## config.mk

```make
export PLATFORM = sky130hd
export DESIGN_NAME = fw_boot_seq
export DESIGN_NICKNAME = d
export VERILOG_FILES = /design/src/rtl/fw_boot_seq.sv
export SDC_FILE = /design/constraint.sdc
export NUM_CORES = 1
export LEC_CHECK = 0
export BUFFER_PORTS_ARGS = -buffer_cell sky130_fd_sc_hd__buf_2
export CAP_MARGIN = 20
export CORE_UTILIZATION = 48
export CTS_CLUSTER_SIZE = 16
export DETAILED_ROUTE_END_ITERATION = 8
export PLACE_DENSITY = 0.85
export SLEW_MARGIN = 30
export SYNTH_ARGS = -nofsm -noshare
export SYNTH_HDL_FRONTEND = slang
export SYNTH_SLANG_ARGS = --single-unit
```

## constraint.sdc

```tcl
create_clock -name clk -period 1.77 [get_ports clk]
set_clock_uncertainty 0.1 [all_clocks]
set_input_delay 0.2655 -clock clk [delete_from_list [all_inputs] [get_ports clk]]
set_output_delay 0.2655 -clock clk [all_outputs]
set_load 0.02 [all_outputs]
```

## src/rtl/fw_boot_seq.sv

```systemverilog
module fw_boot_seq #(
  parameter int LEN_W = 16,
  parameter int BW = 8,
  parameter int AW = 16,
  parameter logic [AW-1:0] CTRL_ADDR = 16'h000E,
  parameter logic [AW-1:0] BASE_ADDR = 16'h0100,
  parameter logic [AW-1:0] CMD_ADDR = 16'h0101,
  parameter logic [AW-1:0] LOAD_ADDR = 16'h0102,
  parameter logic [AW-1:0] STS_ADDR = 16'h0103,
  parameter logic [AW-1:0] VLO_ADDR = 16'h0003,
  parameter logic [AW-1:0] VHI_ADDR = 16'h0004,
  parameter logic [2*BW-1:0] CTRL_MASK = 16'h001F,
  parameter logic [2*BW-1:0] CTRL_LOAD = 16'h0017,
  parameter logic [2*BW-1:0] CTRL_RUN = 16'h0001,
  parameter logic [2*BW-1:0] LOAD_BASE = 16'h1000,
  parameter logic [2*BW-1:0] CMD_MASK = 16'h3FFC,
  parameter logic [2*BW-1:0] CMD_VAL = 16'hC000,
  parameter logic [2*BW-1:0] STS_MAX = 16'h0001,
  parameter logic [4*BW-1:0] BOOT_VEC = 32'h0000_2000
) (
  input  logic             clk,
  input  logic             rst_n,
  input  logic             start,
  input  logic [LEN_W-1:0] img_len,
  input  logic             in_valid,
  input  logic [BW-1:0]    in_data,
  output logic             in_ready,
  output logic             req_valid,
  output logic             req_write,
  output logic [AW-1:0]    req_addr,
  output logic [2*BW-1:0]  req_wdata,
  input  logic [2*BW-1:0]  req_rdata,
  input  logic             req_done,
  input  logic             req_err,
  output logic             busy,
  output logic             done,
  output logic             fail,
  output logic [3:0]       err_code
);
  localparam logic [3:0] E_ODD = 4'd1;
  localparam logic [3:0] E_STS = 4'd2;

  typedef enum logic [3:0] {
    S_IDLE = 4'd0,
    S_CRD  = 4'd3,
    S_CWR  = 4'd4,
    S_BASE = 4'd5,
    S_IRD  = 4'd6,
    S_IWR  = 4'd7,
    S_STS  = 4'd8,
    S_LOAD = 4'd9,
    S_VLO  = 4'd10,
    S_VHI  = 4'd11,
    S_RRD  = 4'd12,
    S_RWR  = 4'd13,
    S_BLO  = 4'd14,
    S_BHI  = 4'd15
  } state_t;

  state_t state, nxt;
  logic [LEN_W-1:0] words;
  logic [2*BW-1:0]  rd_q;
  logic [BW-1:0]    lo_q, hi_q;
  logic             done_q, fail_q;
  logic [3:0]       code_q;

  assign busy      = state != S_IDLE;
  assign in_ready  = state == S_BLO || state == S_BHI;
  assign req_valid = busy && !in_ready;
  assign done      = done_q;
  assign fail      = fail_q;
  assign err_code  = code_q;

  always_comb begin
    nxt       = S_IDLE;
    req_write = 1'b0;
    req_addr  = '0;
    req_wdata = '0;
    case (state)
      S_CRD: begin
        nxt = S_CWR;
        req_addr = CTRL_ADDR;
      end
      S_CWR: begin
        nxt = S_BASE;
        req_write = 1'b1;
        req_addr = CTRL_ADDR;
        req_wdata = (rd_q & ~CTRL_MASK) | (CTRL_LOAD & CTRL_MASK);
      end
      S_BASE: begin
        nxt = S_IRD;
        req_write = 1'b1;
        req_addr = BASE_ADDR;
        req_wdata = LOAD_BASE;
      end
      S_IRD: begin
        nxt = S_IWR;
        req_addr = CMD_ADDR;
      end
      S_IWR: begin
        nxt = S_STS;
        req_write = 1'b1;
        req_addr = CMD_ADDR;
        req_wdata = (rd_q & ~CMD_MASK) | (CMD_VAL & CMD_MASK);
      end
      S_STS: begin
        nxt = (words == '0) ? S_VLO : S_BLO;
        req_addr = STS_ADDR;
      end
      S_LOAD: begin
        nxt = (words == LEN_W'(1)) ? S_VLO : S_BLO;
        req_write = 1'b1;
        req_addr = LOAD_ADDR;
        req_wdata = {hi_q, lo_q};
      end
      S_VLO: begin
        nxt = S_VHI;
        req_write = 1'b1;
        req_addr = VLO_ADDR;
        req_wdata = BOOT_VEC[2*BW-1:0];
      end
      S_VHI: begin
        nxt = S_RRD;
        req_write = 1'b1;
        req_addr = VHI_ADDR;
        req_wdata = BOOT_VEC[4*BW-1:2*BW];
      end
      S_RRD: begin
        nxt = S_RWR;
        req_addr = CTRL_ADDR;
      end
      S_RWR: begin
        nxt = S_IDLE;
        req_write = 1'b1;
        req_addr = CTRL_ADDR;
        req_wdata = (rd_q & ~CTRL_MASK) | (CTRL_RUN & CTRL_MASK);
      end
      default: nxt = S_IDLE;
    endcase
  end

  always_ff @(posedge clk) begin
    if (!rst_n) begin
      state  <= S_IDLE;
      words  <= '0;
      rd_q   <= '0;
      lo_q   <= '0;
      hi_q   <= '0;
      done_q <= 1'b0;
      fail_q <= 1'b0;
      code_q <= '0;
    end else begin
      case (state)
        S_IDLE: if (start) begin
          done_q <= 1'b0;
          fail_q <= 1'b0;
          code_q <= '0;
          if (img_len[0]) begin
            fail_q <= 1'b1;
            code_q <= E_ODD;
          end else begin
            words <= img_len >> 1;
            state <= S_CRD;
          end
        end
        S_BLO: if (in_valid) begin
          lo_q  <= in_data;
          state <= S_BHI;
        end
        S_BHI: if (in_valid) begin
          hi_q  <= in_data;
          state <= S_LOAD;
        end
        default: if (req_done) begin
          if (req_err) begin
            fail_q <= 1'b1;
            code_q <= state;
            state  <= S_IDLE;
          end else if (state == S_STS && req_rdata > STS_MAX) begin
            fail_q <= 1'b1;
            code_q <= E_STS;
            state  <= S_IDLE;
          end else begin
            rd_q  <= req_rdata;
            state <= nxt;
            if (state == S_LOAD) words <= words - LEN_W'(1);
            if (state == S_RWR) done_q <= 1'b1;
          end
        end
      endcase
    end
  end
endmodule

```

==> impl_metrics.py <==
metrics = {
    "power_and_ir_drop": {
        "power_frac_clock_pct": 10.1,
        "p_sw_mw": 4.108,
        "p_sw_share_pct": 45.60,
        "pwr-share-seq_pct": 18.8,
        "finalPower_mw": 9.008,
        "p_comb_share_pct": 71.1,
        "p_int_mw": 4.900,
        "powerDensity_mw_per_mm2": 1606,
        "p_leak_nw": 2.264,
        "ir_drop_mv": 0.7363,
    },
    "placement": {
        "place_hpwl_um": 7562,
        "detailed_place.area_mm2": 0.004429,
        "port_buffers": 76,
        "gp_congestion": 0.8885,
        "pre_cts_slack_ns": -0.2170,
    },
    "synthesis": {
        "synth_area_leaders": "dfxtp_1 (32%), mux2i_1 (11%), nor2_1 (8.3%)",
        "yosysUniqueCellTypes": 63,
        "ys.flop_type": "dfxtp_1",
        "synth_top_cell_by_area": "dfxtp_1",
        "synth-seq-area-share_pct": 32.14,
        "synthArstFlopShare_pct": 0,
        "synthCells": 438,
        "synth-seq-cells": 55,
        "synth_edf_count": 0,
        "synth_area_mm2": 0.003426,
        "yosysWarnings": 0,
        "avgSynthCellArea_um2": 7.821,
        "synth_top_cell_area_share_pct": 32.14,
    },
    "grt": {
        "grt_overflow": 0,
        "grt_max_degree": 33,
        "use_met3_pct": 4.762,
        "grt_pass1_wl_um": 19070,
        "use_met1_pct": 37.43,
        "track_usage_pct": 32.64,
        "grt_use_met2_pct": 57.94,
        "antenna_found_initial": 0,
        "grt_pass1_vias": 4010,
        "grt.busiest_layer": "met2",
    },
    "clock_network": {
        "cts_made_buffers": 5,
        "h-tree-depth": 2,
        "clock_latency_ns": 0.32,
        "cts.path.max_buffers": 2,
        "clkTransAtPathRegs_ns": 0.10,
        "cts-root-buf": "clkbuf_8",
        "cts_tree": "built",
        "cts_sinks": 55,
    },
    "sta": {
        "timing.slew.headroom_pct": 57.03,
        "layout_setup_ws_ns": -0.3225,
        "final_hold_viol_count": 0,
        "fmax_mhz": 477.9,
        "setup_viol": 61,
        "hold_slack_ns": 0.1075,
        "period_share_pct": 118.2,
        "rsz0062_at_grt": "yes",
        "report.final.slew_viol_count": 0,
        "worst_pin_slew_ns": 0.6437,
        "min_period_ns": 2.093,
    },
    "floorplan": {
        "core_mm2": 0.006832,
        "row_count": 30,
        "start_util_pct": 50.15,
        "die_w_um": 86.48,
        "boundaryPins": 88,
        "dieArea_mm2": 0.007479,
        "dieHeight_um": 86.48,
    },
    "route": {
        "wl_per_cell_um": 21.40,
        "wirelength_um": 15090,
        "routed_via_density": 6.373,
        "first_pass_iters": 6,
        "ant_nets": 0,
        "vias": 4493,
        "drtIter0Drc": 460,
        "drc": 0,
    },
    "worst_setup_path": {
        "critPathLaunchType": "flip-flop",
        "path_class": "flip-flop to primary output",
        "crit_required_ns": 1.40,
        "arrival_ns": 1.73,
        "end_kind": "primary output",
        "cp_max_fo": 7,
    },
    "hold_path": {
        "holdCritPathClass": "input pin to flip-flop",
    },
    "outcome": {
        "outcome": "finished with violations",
        "violations": "setup timing",
    },
    "finish": {
        "area_growth_pct": 63.73,
        "final_area_mm2": 0.005609,
        "nNetsFinal": 657,
        "diodes": 0,
        "drive_gt1_share_pct": 50.41,
    },
    "flow_run": {
        "max_cap_violations": 0,
    },
}
sequential cells by signal (all words and copies together) (netlist names):
| register | cells |
|---|---|
| done | 1 |
| err_code | 4 |
| fail | 1 |
| hi_q | 8 |
| lo_q | 8 |
| rd_q | 13 |
| state | 4 |
| words | 16 |
power groups by stage:
stage	registers [mW]	logic (mW)	clock network, mW
after floorplan	1.71	2.58	0
final	1.69	6.40	0.912
after detailed placement	1.70	4.10	0
after CTS	1.67	5.28	0.888
after global placement	1.68	4.00	0
after global routing	1.71	6.70	0.955
cell usage after synthesis, drive strengths merged, types with 7 or more instances:
cell	n
nor2	79
dfxtp	55
a21oi	39
mux2i	37
o21ai	35
nand2	32
buf	26
inv	15
nand3	14
clkbuf	13
a22oi	8
nand2b	8
nor3	8
nor4	7
cell families after synthesis:
logic type,synth area share (%)
XOR/XNOR,0.2557
adder cells (fa/ha/maj),1.388
other,0.1095
AND/OR/NAND/NOR,23.89
flip-flops,32.14
buffers and inverters,8.363
multiplexers,11.14
AO/OA/AOI/OAI,22.72
worst max-delay path, cell delays in order, from the launching register on:
cell	delay, ns
dfxtp_4	0.37
buf_6	0.14
buf_4	0.20
and3_4	0.27
a22oi_2	0.10
o22ai_2	0.18
buf_6	0.14
cell usage in the layout (no fill, tap or decap), drive strengths merged, types with 3 or more instances in the layout:
master  instances
nand2b          8
a21oi          39
nor4            7
o221ai          3
or4             3
o211ai          4
a221oi          4
mux2i          37
nand2          32
a22o            3
nor3            8
ha              3
nor2           79
conb           11
dfxtp          55
buf           189
a22oi           8
and3            3
a31oi           5
nand3          14
inv            15
or3             5
o21ai          35
clkbuf          9
metrics by stage:
step	util (%)	instances	setup TNS, ns
final	82.11	705	-12.49
after detailed placement	64.84	663	-4.986
after global routing	82.11	705	-15.81
after global placement	64.84	663	-3.472
after CTS	75.66	691	-6.964
after floorplan	-	448	-0.4439
cell type report:
| class | instances | area, um^2 |
|---|---|---|
| clock buffer | 6 | 82.58 |
| multi-input combinational | 339 | 2561 |
| inverter | 15 | 58.81 |
| sequential | 55 | 1115 |
| clock inverter | 2 | 35.03 |
| tap | 96 | 120.1 |
| timing repair buffer | 192 | 1637 |
| fill | 368 | 1222 |
final timing paths:
path	start	depth (start not counted)	to	slack [ns]
max	state[2]$_SDFFE_PN0P_	6	req_wdata[13]	-0.32
min	req_rdata[5]	3	rd_q[5]$_SDFFE_PN0P_	0.11
max reg2reg	state[3]$_SDFFE_PN0P_	8	rd_q[15]$_SDFFE_PN0P_	-0.29
min reg2reg	words[5]$_SDFFE_PN0P_	2	words[5]$_SDFFE_PN0P_	0.37
per-layer routing:
metal / part of all wire (%) / vias up
met5: 0 / -
met4: 6.5 / 0
met1: 35 / 2128
li1: - / 1880
met2: 50 / 381
met3: 8.7 / 104
repair_timing:
action	4_1_cts	5_1_grt
endpoints found under the setup margin	64	75
cloned	1	3
pin swaps	30	25
setup buffers	19	13
gates resized for setup	143	62
hold buffers	0	0
Power figures use the tool's default switching activity.
